===== config.mk =====
export PLATFORM = sky130hd
export DESIGN_NAME = lpm_sequencer
export DESIGN_NICKNAME = d
export VERILOG_FILES = /design/src/rtl/lpm_pkg.sv /design/src/rtl/lpm_wake_ctrl.sv /design/src/rtl/lpm_stab_timer.sv /design/src/rtl/lpm_clk_ctrl.sv /design/src/rtl/lpm_sequencer.sv
export SDC_FILE = /design/constraint.sdc
export NUM_CORES = 1
export LEC_CHECK = 0
export ABC_AREA = 1
export ABC_CLOCK_PERIOD_IN_PS = 3300
export BUFFER_PORTS_ARGS = -buffer_cell sky130_fd_sc_hd__buf_2
export CAP_MARGIN = 15
export CORE_MARGIN = 2
export CORE_UTILIZATION = 45
export CTS_CLUSTER_SIZE = 10
export DETAILED_ROUTE_END_ITERATION = 10
export MAX_ROUTING_LAYER = met4
export PLACE_DENSITY = 0.69
export SYNTH_ARGS = -nofsm -noshare
export SYNTH_HDL_FRONTEND = slang
export SYNTH_SLANG_ARGS = --single-unit

===== constraint.sdc =====
create_clock -name clk -period 3.3 [get_ports clk]
set_input_delay 0.66 -clock clk [delete_from_list [all_inputs] [get_ports clk]]
set_output_delay 0.66 -clock clk [all_outputs]
set_load 0.01 [all_outputs]

===== src/rtl/lpm_pkg.sv =====
// Package: shared state encoding for the low-power mode sequencer.
// Assumes: a two-bit code; software reads the same code on state_o.
package lpm_pkg;
    typedef enum logic [1:0] {
        ST_RUN  = 2'd0,
        ST_WAIT = 2'd1,
        ST_STOP = 2'd2,
        ST_STAB = 2'd3
    } lpm_state_e;
endpackage


===== src/rtl/lpm_wake_ctrl.sv =====
// Module: lpm_wake_ctrl
// Decides, for the current power state, whether the pending requests end the
// sleep and whether a break request is among the causes.
// Assumes: requests are synchronous levels; in stop only external and break
// requests are seen, in wait any request (break only when enabled).
module lpm_wake_ctrl
    import lpm_pkg::*;
(
    input  lpm_state_e state,
    input  logic       ext_irq,
    input  logic       int_irq,
    input  logic       brk_irq,
    input  logic       brk_enable,
    output logic       wake,
    output logic       brk_cause
);
    // Wake and cause decode per state.
    always_comb begin
        wake      = 1'b0;
        brk_cause = 1'b0;
        case (state)
            ST_WAIT: begin
                brk_cause = brk_irq & brk_enable;
                wake      = ext_irq | int_irq | brk_cause;
            end
            ST_STOP: begin
                brk_cause = brk_irq;
                wake      = ext_irq | brk_irq;
            end
            default: begin
                wake      = 1'b0;
                brk_cause = 1'b0;
            end
        endcase
    end
endmodule


===== src/rtl/lpm_stab_timer.sv =====
// Module: lpm_stab_timer
// Counts oscillator cycles after a deep-sleep exit and reports when the
// programmed stabilization length has been reached.
// Assumes: start is a one-cycle pulse on the stop exit edge; the count only
// advances on edges where the oscillator reports ready; a limit of 0 acts as 1.
module lpm_stab_timer #(
    parameter int CNT_W = 13
) (
    input  logic             clk,
    input  logic             rst_n,
    input  logic             start,
    input  logic             active,
    input  logic             osc_ready,
    input  logic [CNT_W-1:0] limit,
    output logic             done
);
    localparam int EXT_W = CNT_W + 1;

    logic [CNT_W-1:0] cnt;
    logic [EXT_W-1:0] next_cnt;

    // Count of ready cycles already spent, widened to avoid wrap on compare.
    assign next_cnt = {1'b0, cnt} + EXT_W'(1);

    // Stabilization is over on the ready edge that reaches the limit.
    assign done = active && osc_ready && (next_cnt >= {1'b0, limit});

    // Cycle counter: cleared on start, advanced on ready cycles.
    always_ff @(posedge clk) begin
        if (!rst_n) begin
            cnt <= '0;
        end else if (start) begin
            cnt <= '0;
        end else if (active && osc_ready && !done) begin
            cnt <= next_cnt[CNT_W-1:0];
        end
    end

    AST_STAB_HOLDS_UNREADY: assert property (@(posedge clk) disable iff (!rst_n)
        (active && !osc_ready && !start) |=> $stable(cnt)) else $error("stab count moved");
endmodule


===== src/rtl/lpm_clk_ctrl.sv =====
// Module: lpm_clk_ctrl
// Derives the clock-generator and CPU clock enables from the power state,
// the keep-oscillator choice latched at stop entry and the software PLL bits.
// Assumes: software PLL bits are honoured unchanged in RUN and WAIT.
module lpm_clk_ctrl
    import lpm_pkg::*;
(
    input  logic       clk,
    input  logic       rst_n,
    input  lpm_state_e state,
    input  logic       keep_q,
    input  logic       osc_ready,
    input  logic       sw_pll_on,
    input  logic       sw_pll_sel,
    input  logic       brk_enable,
    output logic       cpu_clk_en,
    output logic       osc_en,
    output logic       pll_en,
    output logic       pll_sel,
    output logic       cgm_out_en,
    output logic       brk_active
);
    logic awake_cgm;
    logic osc_off;

    // Clock generator keeps its software setup only in RUN and WAIT.
    assign awake_cgm = (state == ST_RUN) || (state == ST_WAIT);
    // Oscillator is stopped in deep sleep unless kept.
    assign osc_off   = (state == ST_STOP) && !keep_q;

    // Enable decode.
    always_comb begin
        cpu_clk_en = (state == ST_RUN) && osc_ready;
        osc_en     = !osc_off;
        cgm_out_en = !osc_off;
        pll_en     = awake_cgm && sw_pll_on;
        pll_sel    = awake_cgm && sw_pll_sel;
        brk_active = brk_enable && awake_cgm;
    end

    AST_STOP_CLOCKS_LOW: assert property (@(posedge clk) disable iff (!rst_n)
        (state == ST_STOP && !keep_q) |-> !(osc_en || pll_en || pll_sel || cgm_out_en)) else $error("clock alive in stop");
    AST_STOP_OSC_KEPT: assert property (@(posedge clk) disable iff (!rst_n)
        (state == ST_STOP && keep_q) |-> (osc_en && cgm_out_en && !pll_en && !pll_sel)) else $error("keep option ignored");
endmodule


===== src/rtl/lpm_sequencer.sv =====
// Module: lpm_sequencer (top)
// Power-state machine RUN / WAIT / STOP / STABILIZE with interrupt-mask
// handling by exit cause and a sticky break-exit flag.
// Assumes: wait_req/stop_req are single-cycle strobes from the core; the
// mask set/clear strobes come from the core's mask instructions.
module lpm_sequencer
    import lpm_pkg::*;
#(
    parameter int CNT_W = 13
) (
    input  logic             clk,
    input  logic             rst_n,
    input  logic             wait_req,
    input  logic             stop_req,
    input  logic             mask_set,
    input  logic             mask_clr,
    input  logic             ext_irq,
    input  logic             int_irq,
    input  logic             brk_irq,
    input  logic             brk_enable,
    input  logic             osc_keep_cfg,
    input  logic             sw_pll_on,
    input  logic             sw_pll_sel,
    input  logic             osc_ready,
    input  logic [CNT_W-1:0] stab_limit,
    input  logic             flag_wr,
    input  logic             flag_wdata,
    output logic             cpu_clk_en,
    output logic             osc_en,
    output logic             pll_en,
    output logic             pll_sel,
    output logic             cgm_out_en,
    output logic             brk_active,
    output logic             irq_mask,
    output logic             brk_flag,
    output logic [1:0]       state_o
);
    lpm_state_e state, state_nx;
    logic       keep_q;
    logic       wake, brk_cause;
    logic       stab_start, stab_done;

    lpm_wake_ctrl u_wake (
        .state      (state),
        .ext_irq    (ext_irq),
        .int_irq    (int_irq),
        .brk_irq    (brk_irq),
        .brk_enable (brk_enable),
        .wake       (wake),
        .brk_cause  (brk_cause)
    );

    // Timer starts on the edge that leaves stop toward stabilization.
    assign stab_start = (state == ST_STOP) && wake && !keep_q;

    lpm_stab_timer #(.CNT_W(CNT_W)) u_stab (
        .clk       (clk),
        .rst_n     (rst_n),
        .start     (stab_start),
        .active    (state == ST_STAB),
        .osc_ready (osc_ready),
        .limit     (stab_limit),
        .done      (stab_done)
    );

    lpm_clk_ctrl u_clk (
        .clk        (clk),
        .rst_n      (rst_n),
        .state      (state),
        .keep_q     (keep_q),
        .osc_ready  (osc_ready),
        .sw_pll_on  (sw_pll_on),
        .sw_pll_sel (sw_pll_sel),
        .brk_enable (brk_enable),
        .cpu_clk_en (cpu_clk_en),
        .osc_en     (osc_en),
        .pll_en     (pll_en),
        .pll_sel    (pll_sel),
        .cgm_out_en (cgm_out_en),
        .brk_active (brk_active)
    );

    // Next-state decode.
    always_comb begin
        state_nx = state;
        case (state)
            ST_RUN:  if (stop_req) state_nx = ST_STOP;
                     else if (wait_req) state_nx = ST_WAIT;
            ST_WAIT: if (wake) state_nx = ST_RUN;
            ST_STOP: if (wake) state_nx = keep_q ? ST_RUN : ST_STAB;
            ST_STAB: if (stab_done) state_nx = ST_RUN;
            default: state_nx = ST_RUN;
        endcase
    end

    // State register.
    always_ff @(posedge clk) begin
        if (!rst_n) state <= ST_RUN;
        else        state <= state_nx;
    end

    // Keep-oscillator choice captured when stop is entered.
    always_ff @(posedge clk) begin
        if (!rst_n)                               keep_q <= 1'b0;
        else if (state == ST_RUN && stop_req)     keep_q <= osc_keep_cfg;
    end

    // Interrupt mask: set by reset, cleared on sleep entry, core-controlled in RUN.
    always_ff @(posedge clk) begin
        if (!rst_n) begin
            irq_mask <= 1'b1;
        end else if (state == ST_RUN) begin
            if (stop_req || wait_req) irq_mask <= 1'b0;
            else if (mask_set)        irq_mask <= 1'b1;
            else if (mask_clr)        irq_mask <= 1'b0;
        end
    end

    // Break-exit flag: set by a break wake, cleared by a software write of zero.
    always_ff @(posedge clk) begin
        if (!rst_n)                    brk_flag <= 1'b0;
        else if (wake && brk_cause)    brk_flag <= 1'b1;
        else if (flag_wr && !flag_wdata) brk_flag <= 1'b0;
    end

    assign state_o = state;

    AST_CLK_OFF_ASLEEP: assert property (@(posedge clk) disable iff (!rst_n)
        (state_o != 2'd0) |-> !cpu_clk_en) else $error("cpu clock while asleep");
    AST_ENTRY_CLEARS_MASK: assert property (@(posedge clk) disable iff (!rst_n)
        (state == ST_RUN && (stop_req || wait_req)) |=> (!irq_mask && state != ST_RUN)) else $error("sleep entry");
    AST_WAIT_WAKE_MASK: assert property (@(posedge clk) disable iff (!rst_n)
        (state == ST_WAIT && (ext_irq || int_irq)) |=> (state == ST_RUN && !irq_mask)) else $error("wait wake");
    AST_RESET_VALUES: assert property (@(posedge clk)
        !rst_n |=> (state == ST_RUN && irq_mask && !brk_flag)) else $error("reset values");
    AST_INT_NO_STOP_EXIT: assert property (@(posedge clk) disable iff (!rst_n)
        (state == ST_STOP && int_irq && !ext_irq && !brk_irq) |=> (state == ST_STOP)) else $error("int left stop");
    AST_BRK_SETS_FLAG: assert property (@(posedge clk) disable iff (!rst_n)
        (state == ST_STOP && brk_irq) |=> brk_flag) else $error("break flag");
endmodule


==> run metrics, run 1 <==
status=complete, no violations; commonest non-fill, non-tap cell in the layout=nand2_1; Die Y=63.3 µm; Rows=21; Clock Path Buffers=2; fin crit period=2.81 ns; Mapped Avg Cell Area=6.03 µm²; Total GRT Usage=0.178; clock skew=0.00420 ns; WP data required=3.53 ns; combinational share of power=0.446; Max Fclk=356 MHz; Core Area=3360 µm²; non-filler cells, final=347; Final nets=349; worst slew pin tran=0.430 ns; Crit. End Element=register; Net Sw Frac=0.399; RSZ-0062 raised after global routing=no; Mapped Area=1580 µm²; Critical Path AT=3.04 ns; final worst-path cycle share=0.850; fill count=378; Final Hold Viols=0; routed length per instance=9.05 µm; Sink Count=18; share of layout cells above drive strength 1=0.163; setup_tns=0 ns; cell count after synthesis=262; Vias/cell=4.43; root buffer cell=clkbuf_4; initial antenna violation count=0; leak pwr=1.15 nW; CP max FO=25; number of max-capacitance violations reported=0; PwrDens=409 nW/µm²; via count=1,536; vias in the first global route=1,391; post-route antenna net violation count=0; ANT cells=0; Core Util, Final=0.550; Iter 0 DRT Violations=58; footprint of the multi-input gates=985 µm²; post-synthesis sequential area ratio=0.228; asr flop ratio synth=0; Flop pwr share=0.371; Unique masters post-synth=20; Setup Crit Path Kind=reg2reg; DR pass1 iterations=4; first-pass GRT wire length=5570 µm; clock share of power=0.182; htree depth=1; Area Growth Syn to Fin=17.1%; GR Overflow Total=0; die area=4000 µm²; Startpoint Class=register; Syn Nets=309; Die W=63.3 µm; Max Slew Vio Count=0; Yosys warnings=0; Synth Register Bits=18; type of the tightest min-delay check=reg2reg; initial core utilization=0.470; total I/O pin count=39; largest net degree at the start of global routing=26; detailed placement HPWL=2590 µm; worst vdd ir=0.000268 V; RD Place Congestion=0.807; most frequent cells in the layout=nand2_1, inv_1, nor2_1; Placed Instances=343; final instance area=1850 µm²; register area=360 µm²; Setup violations, final=0; Post-CTS Hold Buffers=0; Area after DPL=1810 µm²; Internal=0.455 mW; # DRC=0; Post-synth EDFFs=0; number of CTS-inserted buffers=3; clock latency on the worst-skew pair=0.29 ns; Synth Flop Type=dfxtp_1; CTS tree=done; switching power=0.302 mW; clk slew on worst S/H paths=0.10 ns; Max transition margin=0.713; # port buffers=38; drt total wl=3140 µm
## cell usage after synthesis (2+ instances only)
cell	instances	area, µm²
a21oi_1	8	40.0
buf_2	2	10.0
dfxtp_1	18	360
ha_1	18	225
inv_1	57	214
nand2_1	71	267
nand3_1	9	45.0
nand3_2	3	30.0
nand4_1	5	31.3
nor2_1	42	158
nor2_2	2	12.5
nor3_1	5	25.0
nor4_1	2	12.5
o21ai_0	7	35.0
xor2_1	8	70.1
## cell families (layout without fill, tap and decap cells)
logic type                 Yosys count  after routing  share of synthesized area
xor gates and xnor gates             8              8                     0.0443
and+or+nand+nor                    140            140                      0.375
DFF                                 18             18                      0.228
buffers and inverters               61            100                      0.154
adders and majority gates           18             18                      0.143
AOI/OAI and AO/OA                   17             17                     0.0570
## routing by layer
layer / routed length (µm) / vias up / GRT usage
li1: - / 872 / -
met1: 1520 / 625 / 0.216
met2: 1420 / 35 / 0.294
met3: 160 / 4 / 0.0339
met4: 44 / 0 / 0.0652
met5: 0 / - / -
## area by class of cell
| class | instances | share of cell area |
|---|---|---|
| Timing Repair Buffer | 39 | 0.107 |
| Inverter | 57 | 0.116 |
| Multi-Input combinational cell | 183 | 0.532 |
| Tap cell | 46 | 0.0311 |
| Clock buffer | 4 | 0.0196 |
| Sequential cell | 18 | 0.195 |
## timing repair
action | in CTS | in global routing
gates resized for setup | 0 | 1
buffers inserted | 0 | 0
endpoints found under the setup margin | 0 | 2
## sequential cells by signal (all words and copies together), names as in the netlist
signal	cells
brk_flag	1
keep_q	1
u_stab.cnt	13
state_o	2
irq_mask	1
## critical path, cell delays in order, from the launching register on
cell and delay [ns]:
dfxtp_1 0.44, ha_1 0.22, nand2_1 0.08, nor2_1 0.18, nand3_1 0.14, o21ai_0 0.17, o21ai_0 0.09, inv_1 0.08
ha_1 0.24, nand2_1 0.06, inv_1 0.04, nand2_1 0.05, nand2_1 0.04, nor2_1 0.16, nor2_1 0.08, nor2_2 0.14
nand3_4 0.26, nand2_1 0.14, nand2_1 0.06, nor2_1 0.11
## through the flow
stage | total power, mW | worst slack, ns | hold WS (ns)
floorplan | 0.533 | 0.758 | 0.468
global placement | 0.621 | 0.414 | 0.476
detailed placement | 0.626 | 0.340 | 0.483
CTS | 0.766 | 0.329 | 0.496
global route | 0.831 | 0.156 | 0.536
finish | 0.756 | 0.494 | 0.483
## worst paths after layout
check	endpoint	slack, ns	cells after the start	startpoint
worst min-delay path	irq_mask	0.48	2	irq_mask
worst max register to register	u_stab.cnt[8]	0.49	19	u_stab.cnt[0]
worst max-delay path	u_stab.cnt[8]	0.49	19	u_stab.cnt[0]
worst min register to register	irq_mask	0.48	2	irq_mask
## power groups by stage
stage | Combinational [mW] | Clock [mW] | Sequential (mW)
after global placement | 0.336 | 0 | 0.285
after detailed placement | 0.341 | 0 | 0.285
after global routing | 0.396 | 0.149 | 0.286
after CTS | 0.342 | 0.142 | 0.281
final | 0.338 | 0.138 | 0.281
after floorplan | 0.246 | 0 | 0.287
No activity file was read; power rests on OpenSTA's default activity.
==> inputs of run 2 (changes only) <==
--- a/config.mk
+++ b/config.mk
@@ -15,6 +15,7 @@
 export DETAILED_ROUTE_END_ITERATION = 10
 export MAX_ROUTING_LAYER = met4
 export PLACE_DENSITY = 0.69
+export REMOVE_ABC_BUFFERS = 1
 export SYNTH_ARGS = -nofsm -noshare
 export SYNTH_HDL_FRONTEND = slang
 export SYNTH_SLANG_ARGS = --single-unit
==> run 2 against run 1 <==
  * Wire length is 2.4% lower
  * Combinational power is essentially flat
  * Largest cell class unchanged
  * Highest routed layer unchanged
  * Fmax down 2.0%
  * Core utilization down 0.41 points
  * Worst setup slack lost 0.056 ns
  * Cell count did not move
  * Register-to-register slack worse by 0.06 ns
  * Critical path type unchanged
==> run metrics, run 2 (same netlist as run 1, synthesis figures left out) <==
number of max-capacitance violations reported=0 (unchanged); worst vdd ir=0.000256 V (-4.5%); CTS tree=done; DR pass1 iterations=4 (unchanged); leak pwr=1.15 nW (-0.46%); PwrDens=398 nW/µm² (-2.7%); share of layout cells above drive strength 1=0.163 (unchanged); largest stage delay on the critical path=0.42 ns (-0.02 ns); type of the tightest min-delay check=reg2reg; Critical Path AT=3.10 ns (+0.06 ns); Clock Path Buffers=2 (unchanged); Max Fclk=349 MHz (-2.0%); Final Hold Viols=0 (unchanged); final worst-path cycle share=0.867 (+0.0170); initial antenna violation count=0 (unchanged); final instance area=1840 µm² (-0.74%); non-filler cells, final=347 (unchanged); post-route antenna net violation count=0 (unchanged); GR Overflow Total=0 (unchanged); Setup violations, final=0 (unchanged); routed length per instance=8.83 µm (-2.4%); htree depth=1 (unchanged); first-pass GRT wire length=5510 µm (-0.99%); setup ws final=0.438 ns (-0.0561 ns); root buffer cell=clkbuf_4; RD Place Congestion=0.820 (+1.7%); Post-CTS Resized=0 (unchanged); overall power=0.731 mW (-3.4%); Sink Count=18 (unchanged); Setup Crit Path Kind=reg2reg; Rows=21 (unchanged); Post-CTS Hold Buffers=0 (unchanged); status=complete, no violations; setup_tns=0 ns (unchanged); Die Y=63.3 µm (unchanged); commonest non-fill, non-tap cell in the layout=nand2_1; ANT cells=0 (unchanged); Startpoint Class=register; Max transition margin=0.687 (-0.0260); fin crit period=2.86 ns (+0.0561 ns); Placed Instances=344 (+0.29%); number of setup buffers added after CTS=0 (unchanged); CP max FO=12 (-52%); WP data required=3.54 ns (about the same); CP max-delay cell=dfxtp_1; via count=1,558 (+1.4%); cell mode on critical path=nand2_1; Die W=63.3 µm (unchanged); Area Growth Syn to Fin=16.2%; post-placement setup slack=0.473 ns (+0.134 ns); clock latency on the worst-skew pair=0.30 ns (about the same); R2R setup slack=0.44 ns (-0.06 ns); max FFs per register=13 (unchanged); vias in the first global route=1,410 (+1.4%); largest net degree at the start of global routing=14 (-46%); number of CTS-inserted buffers=3 (unchanged); drt total wl=3060 µm (-2.4%); Iter 0 DRT Violations=46 (-21%); clock skew=0.00267 ns (-0.00153 ns); Total GRT Usage=0.174 (-0.00361); Area after DPL=1810 µm² (+0.42%); initial core utilization=0.470 (unchanged); worst slew pin tran=0.466 ns (+0.0359 ns); # port buffers=38 (unchanged); Vias/cell=4.49 (+1.4%); most frequent cells in the layout=nand2_1, inv_1, nor2_1; die area=4000 µm² (unchanged); register bank with the most flops=u_stab.cnt; total I/O pin count=39 (unchanged); Max Slew Vio Count=0 (unchanged); RSZ-0062 raised after global routing=no; Crit. End Element=register; Final nets=350 (+0.29%); Cell Chain, Critical Path=ha_1 > nand2_1 > nor2_1 > nand3_1 > o21ai_0 > o21ai_0 > inv_1 > ha_1 > nand2_1 > inv_1 > nand2_1 > nand2_1 > nor2_1 > nor2_1 > nor2_2 > nand3_2 > buf_4 > nand2_1 > nand2_1 > nor2_1; Core Area=3360 µm² (unchanged); detailed placement HPWL=2530 µm (-2.0%); # DRC=0 (unchanged); clk slew on worst S/H paths=0.10 ns (about the same)
-- run 2: area by class of cell --
cell class	instances	area [µm²]
Inverter	57	214
Fill cell	395	1530
Sequential cell	18	360
Timing Repair Buffer	40	205
Tap cell	46	57.6
Clock buffer	3	22.5
Multi-Input combinational cell	183	977
-- run 2: final timing paths --
path,start,to,cells after the start
worst min-delay path,irq_mask,irq_mask,2
worst max-delay path,u_stab.cnt[0],u_stab.cnt[12],20
worst max register to register,u_stab.cnt[0],u_stab.cnt[12],20
worst min register to register,irq_mask,irq_mask,2
-- run 2: layer usage --
| metal | track usage | up-vias | wire length [µm] |
|---|---|---|---|
| li1 | - | 870 | - |
| met1 | 0.208 | 646 | 1560 |
| met2 | 0.293 | 35 | 1310 |
| met3 | 0.0429 | 7 | 148 |
| met4 | 0.0489 | 0 | 50 |
| met5 | - | - | 0 |
-- run 2: metrics by stage --
| step | hold WS, ns | utilization |
|---|---|---|
| 5_1_grt | 0.519 | 0.546 |
| 3_5_place_dp | 0.475 | 0.539 |
| 6_report | 0.485 | 0.546 |
| 4_1_cts | 0.490 | 0.546 |
| 3_3_place_gp | 0.463 | 0.539 |
| 2_1_floorplan | 0.468 | - |
-- run 2: where the power goes --
| part | leakage (nW) | internal [mW] | switching [mW] | total [mW] |
|---|---|---|---|---|
| clock | 0.0138 | 0.0426 | 0.0681 | 0.111 |
| sequential | 0.146 | 0.251 | 0.0282 | 0.280 |
| combinational | 0.989 | 0.138 | 0.202 | 0.340 |
| total | 1.15 | 0.432 | 0.298 | 0.731 |
-- run 2: critical path: cells and delay by family, from the launching register on --
kind	cells	cell delay, ns
AO/OA/AOI/OAI	2	0.27
adder cells (fa/ha/maj)	2	0.44
buffers and inverters	3	0.29
flip-flops	1	0.42
AND/OR/NAND/NOR	13	1.39
